<file path="src/rtl/rng_pkg.sv">
// Package: register offsets, bit positions, engine states and the LFSR step
// shared by the random block generator. Assumes a 32-bit data path.
package rng_pkg;
    localparam logic [7:0] OFS_CTRL  = 8'h00;
    localparam logic [7:0] OFS_STAT  = 8'h04;
    localparam logic [7:0] OFS_MODE  = 8'h08;
    localparam logic [7:0] OFS_IEN   = 8'h10;
    localparam logic [7:0] OFS_EVT   = 8'h14;
    localparam logic [7:0] OFS_WORD0 = 8'h20;
    localparam logic [7:0] OFS_AREQ  = 8'h60;
    localparam logic [7:0] OFS_AAGE  = 8'h64;

    localparam int B_WIDE    = 3;
    localparam int B_SEEDED  = 9;
    localparam int B_GENBUSY = 30;
    localparam int B_SEEDBSY = 31;
    localparam int B_RDY     = 0;
    localparam int B_SDONE   = 1;
    localparam int B_LOCK    = 4;
    localparam int B_GLOBAL  = 31;

    localparam logic [31:0] CMD_GEN  = 32'd1;
    localparam logic [31:0] CMD_SEED = 32'd2;
    localparam logic [31:0] IEN_MASK = 32'h8000_0013;

    typedef enum logic [1:0] {ENG_IDLE, ENG_GEN, ENG_SEED} eng_state_t;

    // One Galois step of the left-shifting LFSR.
    function automatic logic [31:0] lfsr_step(input logic [31:0] s, input logic [31:0] poly);
        return {s[30:0], 1'b0} ^ (s[31] ? poly : 32'h0);
    endfunction
endpackage

</file>
<file path="src/rtl/rng_lfsr.sv">
// LFSR entropy state. Advances one step when adv is high. In mix mode the
// noise word is XORed into the step result. A zero result is replaced by
// FILL and flagged. Assumes INIT and FILL are nonzero.
module rng_lfsr
    import rng_pkg::*;
#(
    parameter logic [31:0] POLY = 32'h04C1_1DB7,
    parameter logic [31:0] INIT = 32'hACE1_2468,
    parameter logic [31:0] FILL = 32'h0000_0001
) (
    input  logic        clk,
    input  logic        rst_n,
    input  logic        adv,
    input  logic        mix,
    input  logic [31:0] noise,
    output logic [31:0] next_state,
    output logic        lock_evt
);
    logic [31:0] state_q;
    logic [31:0] raw;

    // Next-state computation with the zero rescue.
    always_comb begin
        raw        = lfsr_step(state_q, POLY) ^ (mix ? noise : 32'h0);
        lock_evt   = adv && (raw == 32'h0);
        next_state = (raw == 32'h0) ? FILL : raw;
    end

    // State register.
    always_ff @(posedge clk) begin
        if (!rst_n)   state_q <= INIT;
        else if (adv) state_q <= next_state;
    end

    p_state_nonzero_r8: assert property (@(posedge clk) disable iff (!rst_n)
        state_q != 32'h0);
    p_lock_fill_r8: assert property (@(posedge clk) disable iff (!rst_n)
        lock_evt |=> (state_q == FILL));
endmodule

</file>
<file path="src/rtl/rng_seq.sv">
// Engine sequencer: accepts generate or reseed only when idle, runs a fixed
// count (one cycle per word, or SEED_CYCLES) and pulses a done strobe on the
// last cycle. A generate is accepted only after a reseed has completed.
module rng_seq
    import rng_pkg::*;
#(
    parameter int WORDS       = 8,
    parameter int SEED_CYCLES = 16,
    localparam int MAXC  = (WORDS > SEED_CYCLES) ? WORDS : SEED_CYCLES,
    localparam int CNT_W = $clog2(MAXC),
    localparam int IDX_W = $clog2(WORDS)
) (
    input  logic             clk,
    input  logic             rst_n,
    input  logic             start_gen,
    input  logic             start_seed,
    input  logic             wide,
    output logic             busy_gen,
    output logic             busy_seed,
    output logic             adv,
    output logic             mix,
    output logic             word_we,
    output logic [IDX_W-1:0] word_idx,
    output logic             gen_done,
    output logic             seed_done,
    output logic             seeded
);
    eng_state_t       st;
    logic [CNT_W-1:0] cnt;
    logic [CNT_W-1:0] lim;
    logic             last;

    // Decoded controls for the datapath.
    always_comb begin
        last      = (cnt == lim);
        busy_gen  = (st == ENG_GEN);
        busy_seed = (st == ENG_SEED);
        adv       = (st != ENG_IDLE);
        mix       = busy_seed;
        word_we   = busy_gen;
        word_idx  = cnt[IDX_W-1:0];
        gen_done  = busy_gen && last;
        seed_done = busy_seed && last;
    end

    // State, cycle counter, latched run length and sticky seeded flag.
    always_ff @(posedge clk) begin
        if (!rst_n) begin
            st     <= ENG_IDLE;
            cnt    <= '0;
            lim    <= '0;
            seeded <= 1'b0;
        end else begin
            case (st)
                ENG_IDLE: begin
                    cnt <= '0;
                    if (start_seed) begin
                        st  <= ENG_SEED;
                        lim <= CNT_W'(SEED_CYCLES - 1);
                    end else if (start_gen && seeded) begin
                        st  <= ENG_GEN;
                        lim <= wide ? CNT_W'(WORDS - 1) : CNT_W'(WORDS / 2 - 1);
                    end
                end
                default: begin
                    if (last) begin
                        st <= ENG_IDLE;
                        if (st == ENG_SEED) seeded <= 1'b1;
                    end else begin
                        cnt <= cnt + 1'b1;
                    end
                end
            endcase
        end
    end

    p_run_steps_r6: assert property (@(posedge clk) disable iff (!rst_n)
        (st != ENG_IDLE && !last) |=> (st == $past(st) && cnt == $past(cnt) + 1'b1));
    p_seeded_sticky_r3: assert property (@(posedge clk) disable iff (!rst_n)
        seeded |=> seeded);
    p_unseeded_idle_r7: assert property (@(posedge clk) disable iff (!rst_n)
        (st == ENG_IDLE && start_gen && !start_seed && !seeded) |=> (st == ENG_IDLE));
endmodule

</file>
<file path="src/rtl/rng_ctrl.sv">
// Register-mapped random block generator. Decodes bus writes into commands,
// mode, enables and W1C event flags, stores the result words and muxes reads.
// Assumes DATA_W = 32, WORDS = 8 and a result window aligned to 32 bytes.
module rng_ctrl
    import rng_pkg::*;
#(
    parameter int          ADDR_W      = 8,
    parameter int          DATA_W      = 32,
    parameter int          WORDS       = 8,
    parameter int          SEED_CYCLES = 16,
    parameter logic [31:0] POLY        = 32'h04C1_1DB7,
    parameter logic [31:0] SEED_INIT   = 32'hACE1_2468,
    parameter logic [31:0] LOCK_FILL   = 32'h0000_0001,
    localparam int IDX_W = $clog2(WORDS)
) (
    input  logic              clk,
    input  logic              rst_n,
    input  logic [ADDR_W-1:0] bus_addr,
    input  logic              bus_we,
    input  logic [DATA_W-1:0] bus_wdata,
    output logic [DATA_W-1:0] bus_rdata,
    input  logic [DATA_W-1:0] noise_in,
    output logic              irq
);
    logic              start_gen, start_seed;
    logic              busy_gen, busy_seed, adv, mix, word_we;
    logic              gen_done, seed_done, seeded, lock_evt;
    logic [IDX_W-1:0]  word_idx;
    logic [DATA_W-1:0] next_state;
    logic              wide_q;
    logic [DATA_W-1:0] ien_q, areq_q, aage_q;
    logic [2:0]        evt_q;
    logic [2:0]        evt_clr;
    logic [2:0]        ien_src;
    logic [DATA_W-1:0] word_q [WORDS];
    logic              in_words;

    // Command and flag-clear decode.
    always_comb begin
        start_gen  = bus_we && (bus_addr == OFS_CTRL) && (bus_wdata == CMD_GEN);
        start_seed = bus_we && (bus_addr == OFS_CTRL) && (bus_wdata == CMD_SEED);
        evt_clr    = (bus_we && bus_addr == OFS_EVT) ?
                     {bus_wdata[B_LOCK], bus_wdata[B_SDONE], bus_wdata[B_RDY]} : 3'b000;
        ien_src    = {ien_q[B_LOCK], ien_q[B_SDONE], ien_q[B_RDY]};
        irq        = ien_q[B_GLOBAL] && ((ien_src & evt_q) != 3'b000);
    end

    rng_seq #(.WORDS(WORDS), .SEED_CYCLES(SEED_CYCLES)) u_seq (
        .clk(clk), .rst_n(rst_n), .start_gen(start_gen), .start_seed(start_seed),
        .wide(wide_q), .busy_gen(busy_gen), .busy_seed(busy_seed), .adv(adv),
        .mix(mix), .word_we(word_we), .word_idx(word_idx), .gen_done(gen_done),
        .seed_done(seed_done), .seeded(seeded)
    );

    rng_lfsr #(.POLY(POLY), .INIT(SEED_INIT), .FILL(LOCK_FILL)) u_lfsr (
        .clk(clk), .rst_n(rst_n), .adv(adv), .mix(mix), .noise(noise_in),
        .next_state(next_state), .lock_evt(lock_evt)
    );

    // Software-written configuration registers.
    always_ff @(posedge clk) begin
        if (!rst_n) begin
            wide_q <= 1'b0;
            ien_q  <= '0;
            areq_q <= '0;
            aage_q <= '0;
        end else if (bus_we) begin
            if (bus_addr == OFS_MODE) wide_q <= bus_wdata[B_WIDE];
            if (bus_addr == OFS_IEN)  ien_q  <= bus_wdata & IEN_MASK;
            if (bus_addr == OFS_AREQ) areq_q <= bus_wdata;
            if (bus_addr == OFS_AAGE) aage_q <= bus_wdata;
        end
    end

    // Event flags: hardware set wins over a same-cycle W1C clear.
    always_ff @(posedge clk) begin
        if (!rst_n) evt_q <= 3'b000;
        else        evt_q <= (evt_q & ~evt_clr) | {lock_evt, seed_done, gen_done};
    end

    // One result word register per slot, loaded with the fresh LFSR state.
    for (genvar g = 0; g < WORDS; g++) begin : g_word
        always_ff @(posedge clk) begin
            if (!rst_n)                              word_q[g] <= '0;
            else if (word_we && word_idx == IDX_W'(g)) word_q[g] <= next_state;
        end
    end

    // Read multiplexer.
    always_comb begin
        in_words  = (bus_addr >= OFS_WORD0) && (bus_addr < OFS_WORD0 + ADDR_W'(4 * WORDS));
        bus_rdata = '0;
        if (in_words) begin
            bus_rdata = word_q[bus_addr[IDX_W+1:2]];
        end else begin
            case (bus_addr)
                OFS_STAT: begin
                    bus_rdata[B_WIDE]    = wide_q;
                    bus_rdata[B_SEEDED]  = seeded;
                    bus_rdata[B_GENBUSY] = busy_gen;
                    bus_rdata[B_SEEDBSY] = busy_seed;
                end
                OFS_MODE: bus_rdata[B_WIDE] = wide_q;
                OFS_IEN:  bus_rdata = ien_q;
                OFS_EVT: begin
                    bus_rdata[B_RDY]   = evt_q[0];
                    bus_rdata[B_SDONE] = evt_q[1];
                    bus_rdata[B_LOCK]  = evt_q[2];
                end
                OFS_AREQ: bus_rdata = areq_q;
                OFS_AAGE: bus_rdata = aage_q;
                default:  bus_rdata = '0;
            endcase
        end
    end

    p_ready_flag_r4: assert property (@(posedge clk) disable iff (!rst_n)
        gen_done |=> evt_q[0]);
    p_seed_flag_r3: assert property (@(posedge clk) disable iff (!rst_n)
        seed_done |=> (evt_q[1] && seeded));
    p_unseeded_words_r7: assert property (@(posedge clk) disable iff (!rst_n)
        (start_gen && !seeded && !busy_seed) |=> $stable(word_q[0]));
    p_irq_source_r10: assert property (@(posedge clk) disable iff (!rst_n)
        irq |-> (ien_q[B_GLOBAL] && (evt_q != 3'b000)));
endmodule

</file>
<file path="config.mk">
export PLATFORM = sky130hd
export DESIGN_NAME = rng_ctrl
export DESIGN_NICKNAME = d
export VERILOG_FILES = /design/src/rtl/rng_pkg.sv /design/src/rtl/rng_lfsr.sv /design/src/rtl/rng_seq.sv /design/src/rtl/rng_ctrl.sv
export SDC_FILE = /design/constraint.sdc
export NUM_CORES = 1
export LEC_CHECK = 0
export BUFFER_PORTS_ARGS = -buffer_cell sky130_fd_sc_hd__buf_2
export CAP_MARGIN = 25
export CORE_ASPECT_RATIO = 1.4
export CORE_MARGIN = 10
export CORE_UTILIZATION = 55
export DETAILED_ROUTE_END_ITERATION = 7
export GPL_TIMING_DRIVEN = 0
export PLACE_DENSITY = 0.85
export SLEW_MARGIN = 25
export SYNTH_ARGS = -nofsm -noshare
export SYNTH_HDL_FRONTEND = slang
export SYNTH_SLANG_ARGS = --single-unit
</file>
<file path="constraint.sdc">
create_clock -name clk -period 3.4 [get_ports clk]
set_input_delay 0.68 -clock clk [delete_from_list [all_inputs] [get_ports clk]]
set_output_delay 0.68 -clock clk [all_outputs]
set_load 0.1 [all_outputs]
</file>
==> flow_summary.yaml, run 1 <==
cells_and_area:
  final_common_cell: "nor2_1"
  layout-drive-gt1-share_pct: 21.4
  seqCellArea_um2: 9970
  final_nets: 1672
  multi_input_area_um2: 6880
  final_cell_mix: "277 x nor2_1, 256 x edfxtp_1, 209 x nand2_1"
  final_area_um2: 19900
  syn2layout_area_growth_pct: 17.7
  num-fill-cells: 1979
sta:
  tns_ps: 0
  finalCritPeriodShare_pct: 99.7
  fin_skew_ps: 25.0
  setup_violations: 0
  finalWorstPathRequiredPeriod_ps: 3390
  finalHoldViolCount: 0
  fmax_ghz: 0.295
  drv_slew: 0
  whs_ps: 404
  rsz0062_at_grt: "no"
  worst_pin_slew_ps: 1010
  timing.slew.headroom_pct: 32.1
place:
  routabilityCongestion: 0.951
  placed_area_um2: 18500
  dp_hpwl_mm: 35.3
  portBuffers: 105
synth:
  ys_types: 52
  avgSynthCellArea_um2: 11.7
  synth_ff_type: "edfxtp_1"
  synth_edf_count: 256
  syn_nets: 1520
  synthArstFlopShare_pct: 0
  syn_area_um2: 16900
  ys_seq_elements: 370
  ys_seq_area_share_pct: 59.1
  netlist_instances: 1439
  yosys_warnings: 0
clocking:
  path_clk_slew_ps: 70
  cts_tree: "yes"
  cts_buffer_depth: 3
  root_buffer: "clkbuf_16"
  cts.sink_count: 370
  postCtsSetupRepairBufs: 0
  clk_latency_ps: 540
  numCtsBuffers: 35
  cts_max_level: 2
setup_path:
  timing.rr.end: "evt_q[2]"
  criticalPathCategory: "input pin to output pin"
  worst-path-max-fanout: 10
  r2r-start: "u_seq.st[1]"
  worstPathArrival_ps: 2710
  required_ps: 2720
  critPathLaunchType: "input pin"
  setup.worst_path.end_class: "output pin"
  ff2ff_path_depth: 7
  rrSetupSlack_ps: 270
detailed_routing:
  vias: 12700
  drc: 0
  vias_per_cell: 6.34
  routed_wl_mm: 50.9
  drt.antenna.violating_nets: 0
  drt_iter0_drc: 1948
  routedWlPerCell_um: 25.4
  dr.pass1.iters: 6
global_route:
  antenna_found_initial: 2
  grt-ovfl-total: 0
  grt_pass1_wl_mm: 77.8
  grt_usage_pct: 26.3
  grt_pass1_vias: 13000
  grt_max_degree: 25
floorplanning:
  dieArea_um2: 38200
  die_x_um: 168
  die_height_um: 227
  ios: 108
  initial_core_util_pct: 56.0
  std_cell_rows: 75
  core_area_um2: 30100
hold_path:
  min-delay-start: "bus_wdata[12]"
  hold_path.class: "input pin to register"
  hold_end: "areq_q[12]"
  hold_depth: 3
power_and_ir_drop:
  leakagePower_uw: 0.00727
  power_density_nw_per_um2: 488
  total_power_uw: 9680
  peakVddDrop_v: 0.000250
status:
  status: "complete, no violations"
flow_run:
  drv_cap: 0
[registers in the layout, indices dropped and copies added, names as in the netlist]
| name | cells |
|---|---|
| aage_q | 32 |
| areq_q | 32 |
| evt_q | 3 |
| ien_q | 4 |
| u_lfsr.state_q | 32 |
| u_seq.cnt | 4 |
| u_seq.lim | 3 |
| u_seq.seeded | 1 |
| u_seq.st | 2 |
| wide_q | 1 |
| word_q | 256 |
[final cells by class]
type	count	share of cell area (%)
Sequential cell	370	50.2
Tap cell	385	2.43
Buffer	99	2.59
Clock buffer	43	4.73
Antenna cell	1	0.0126
Clock inverter	18	1.13
Inverter	8	0.151
Multi-Input combinational cell	962	34.7
Timing Repair Buffer	115	4.08
[where the power goes]
part | total, uW | switching, uW | internal, uW
clock | 4060 | 1710 | 2350
combinational | 683 | 432 | 250
sequential | 4940 | 36.7 | 4900
total | 9680 | 2180 | 7500
[worst max-delay path by stage]
stage,startpoint,end,slack (ps),cells past startpoint
2_1_floorplan,bus_addr[2],bus_rdata[10],-490,6
3_3_place_gp,u_seq.st[0],word_q[1][14],-1020,5
3_5_place_dp,bus_addr[2],bus_rdata[25],-570,7
4_1_cts,u_seq.st[1],bus_rdata[31],20,7
5_1_grt,bus_addr[1],bus_rdata[29],2,9
6_report,bus_addr[3],bus_rdata[25],10,7
[stage by stage]
step,setup slack (ps),std cells,util (%)
after floorplan,-486,1439,-
after global placement,-1020,1929,60.5
after detailed placement,-566,1939,61.5
after CTS,16.7,2000,65.7
after global routing,1.68,2000,65.9
final,11.2,2001,65.9
[metal layers]
metal / global-route usage (%) / routed length, um
met3: 6.14 / 5220
met1: 29.5 / 17200
met5: 0 / 0
met2: 45.4 / 25500
met4: 14.8 / 2940
[timing repair]
item | CTS | global route
gates resized for setup | 54 | 24
hold buffers | 0 | 0
endpoints found under the setup margin | 32 | 25
[logic make-up after synthesis]
| family | count (synthesis) | share of synthesized area, % |
|---|---|---|
| fa+ha+maj | 6 | 0.445 |
| xor+xnor | 56 | 3.57 |
| buf+inv | 107 | 2.63 |
| simple gates | 596 | 15.0 |
| compound gates | 207 | 8.73 |
| flops | 370 | 59.1 |
| mux | 97 | 10.5 |
[cells in the mapped netlist, drive strengths merged, types with 13 or more instances]
| master | count | share of area [%] |
|---|---|---|
| dfxtp | 114 | 14 |
| mux2i | 33 | 2.0 |
| nand3b | 17 | 0.76 |
| nor2b | 14 | 0.52 |
| nand2 | 214 | 4.8 |
| xor2 | 21 | 1.2 |
| clkbuf | 78 | 1.7 |
| xnor2 | 35 | 2.4 |
| buf | 21 | 0.71 |
| a21boi | 67 | 3.0 |
| nor2 | 287 | 6.5 |
| o21ai | 47 | 1.4 |
| edfxtp | 256 | 46 |
| nand3 | 13 | 0.39 |
| mux4 | 64 | 8.5 |
| a22oi | 24 | 1.1 |
[critical path: stages]
cell and delay [ps]:
buf_2 180, clkbuf_2 310, clkbuf_4 360, mux4_2 400
mux2i_2 360, a21oi_4 100, clkbuf_4 310
No activity file was read; power rests on OpenSTA's default activity.
==> run 2, diff against run 1 <==
ABC_AREA = 1   (was default)
==> run 2 against run 1 <==
The run now ends with setup timing left. Largest power group unchanged. Register-to-register slack better by 440 ps. Synthesized cell count is 35% higher. Via count is 27% higher. Flip-flop and latch count stayed put. First-iteration DRC count is 23% higher.
==> flow_summary.yaml, run 2 <==
status:
  status: "complete, but fails checks"
  violations: "setup timing"
cells_and_area:
  regMostFlops: "word_q"
  final_area_um2: 20000
  final_common_cell: "nor2_1"
  final_cell_mix: "403 x nor2_1, 256 x edfxtp_1, 235 x nand2_1"
  syn2layout_area_growth_pct: 15.2
  num-fill-cells: 2408
  multi_input_area_um2: 6320
  n_antenna_cell: 0
  largest_reg_flops: 256
  final_nets: 2172
  layout-drive-gt1-share_pct: 15.8
  seqCellArea_um2: 9970
place:
  routabilityCongestion: 0.993
  placed_area_um2: 18600
  dp_hpwl_mm: 41.7
  portBuffers: 104
floorplanning:
  std_cell_rows: 76
  core_area_um2: 31000
  dieArea_um2: 39200
  ios: 108
  die_x_um: 170
  initial_core_util_pct: 56.0
  die_height_um: 230
synth:
  ys_types: 38
  synth_top_area_share_pct: 44.3
  avgSynthCellArea_um2: 8.94
  syn_area_um2: 17400
  synthArstFlopShare_pct: 0
  synth_edf_count: 256
  synth_ff_type: "edfxtp_1"
  ys_seq_area_share_pct: 57.4
  yosys_warnings: 0
  synth_common_cells: "404 x nor2_1, 256 x edfxtp_1, 245 x nand2_1"
  ys_seq_elements: 370
  synth.most_common_cell: "nor2_1"
  ys_top_cells_by_area: "edfxtp_1 44%, dfxtp_1 13%, nor2_1 8.7%"
  netlist_instances: 1941
  syn_nets: 2022
  synth_top_area_cell: "edfxtp_1"
clocking:
  cts_max_level: 2
  root_buffer: "clkbuf_16"
  postCtsSetupRepairBufs: 0
  cts_buffer_depth: 3
  cts.sink_count: 370
  path_clk_slew_ps: 60
  clk_latency_ps: 540
  numCtsBuffers: 37
  cts_tree: "yes"
sta:
  timing.slew.headroom_pct: 34.6
  fmax_ghz: 0.289
  drv_slew: 0
  finalCritPeriodShare_pct: 102
  finalWorstPathRequiredPeriod_ps: 3460
  fin_skew_ps: 20.3
  finalHoldViolCount: 0
  layout_setup_ws_ps: -58.0
  tns_ps: -65.6
  setup_violations: 2
  rsz0062_at_grt: "no"
  worst_pin_slew_ps: 981
hold_path:
  hold_path.class: "input pin to register"
  hold_depth: 3
global_route:
  grt_max_degree: 25
  grt_pass1_vias: 15900
  grt_usage_pct: 29.9
  antenna_found_initial: 1
  grt-ovfl-total: 0
  grt_pass1_wl_mm: 90.1
detailed_routing:
  drc: 0
  routed_wl_mm: 60.1
  dr.pass1.iters: 8
  routedWlPerCell_um: 24.0
  drt.antenna.violating_nets: 0
  vias_per_cell: 6.42
  drt_iter0_drc: 2403
  vias: 16100
setup_path:
  setup.worst_path.end_class: "output pin"
  critPathLaunchType: "input pin"
  required_ps: 2720
  worstPathCellList: "buf_2 -> buf_4 -> buf_2 -> buf_2 -> nand3_1 -> o2111ai_1 -> nand3_1 -> o211ai_1 -> buf_4"
  critPathMaxStageDelay_ps: 350
  criticalPathCategory: "input pin to output pin"
  ff2ff_path_depth: 9
  worst_path_most_repeated_cell: "buf_2"
  cp_slowest_cell: "buf_2"
  worst-path-max-fanout: 10
  worstPathArrival_ps: 2780
power_and_ir_drop:
  leakagePower_uw: 0.00775
  peakVddDrop_v: 0.000278
  power_density_nw_per_um2: 494
flow_run:
  drv_cap: 0
[run 2: cell types whose count changed after synthesis, moves of 24 or more]
cell / before / now
nand3_1: 13 / 213
nor2_1: 279 / 404
o21ai_0: 46 / 161
inv_1: 8 / 106
a21oi_1: 10 / 81
a21boi_0: 67 / 0
mux4_2: 64 / 0
o2111ai_1: 0 / 56
mux2i_1: 33 / 0
o211ai_1: 8 / 41
nand2_1: 214 / 245
inv_2: 0 / 30
a22oi_1: 24 / 0
[run 2: worst paths after layout]
check               startpoint             to  slack, ps
setup / recovery   bus_addr[2]  bus_rdata[27]        -60
setup reg to reg   u_seq.st[1]   u_seq.lim[2]        710
hold reg to reg      aage_q[3]      aage_q[3]        460
hold / removal    bus_wdata[2]      areq_q[2]        410
[run 2: cell type report]
cell class              instances  share of cell area (%)
plain buffers                 135                    3.47
multi-input cells            1297                    31.6
flip-flops and latches        370                    49.9
clock inverters                16                   0.945
repair buffers                112                    3.82
well taps                     390                    2.44
clock buffers                  49                    5.22
inverters                     138                    2.63
[run 2: critical path: cells and delay by family]
kind	cells	cell delay, ps
AO/OA/AOI/OAI	2	340
AND/OR/NAND/NOR	2	350
buffers and inverters	5	1390
[run 2: where the power goes]
| part | internal, uW | switching [uW] | total [uW] |
|---|---|---|---|
| Combinational | 170 | 522 | 692 |
| Clock | 2470 | 1780 | 4250 |
| Sequential | 4900 | 34.4 | 4940 |
[run 2: logic make-up after synthesis]
logic type	count (synthesis)	share of synthesized area, %
buffers and inverters	274	6.46
AOI/OAI and AO/OA	345	11.9
DFF	370	57.4
xor gates and xnor gates	1	0.0505
adders and majority gates	6	0.432
and+or+nand+nor	945	23.7
[run 2: through the flow]
stage	cells	hold WS (ps)	total power (uW)	worst slack, ps	utilization [%]
4_1_cts	2508	405	9800	13.0	64.4
5_1_grt	2507	420	10000	3.81	64.5
3_5_place_dp	2443	448	5680	-498	60.2
6_report	2507	408	9880	-58.0	64.5
2_1_floorplan	1941	425	5390	-151	-
3_3_place_gp	2435	437	5640	-507	59.5
[run 2: what timing repair did]
action	CTS	global route
hold buffers	0	0
endpoints found under the hold margin	0	0
gates resized for setup	47	21
setup endpoints to repair	32	18
[run 2: layer usage]
layer	global-route usage, %	vias to the layer above	routed length, um
met1	33.8	7406	19700
met2	48.7	1376	28100
li1	-	6965	-
met3	8.45	345	8230
met4	19.2	2	4120
met5	0	-	13
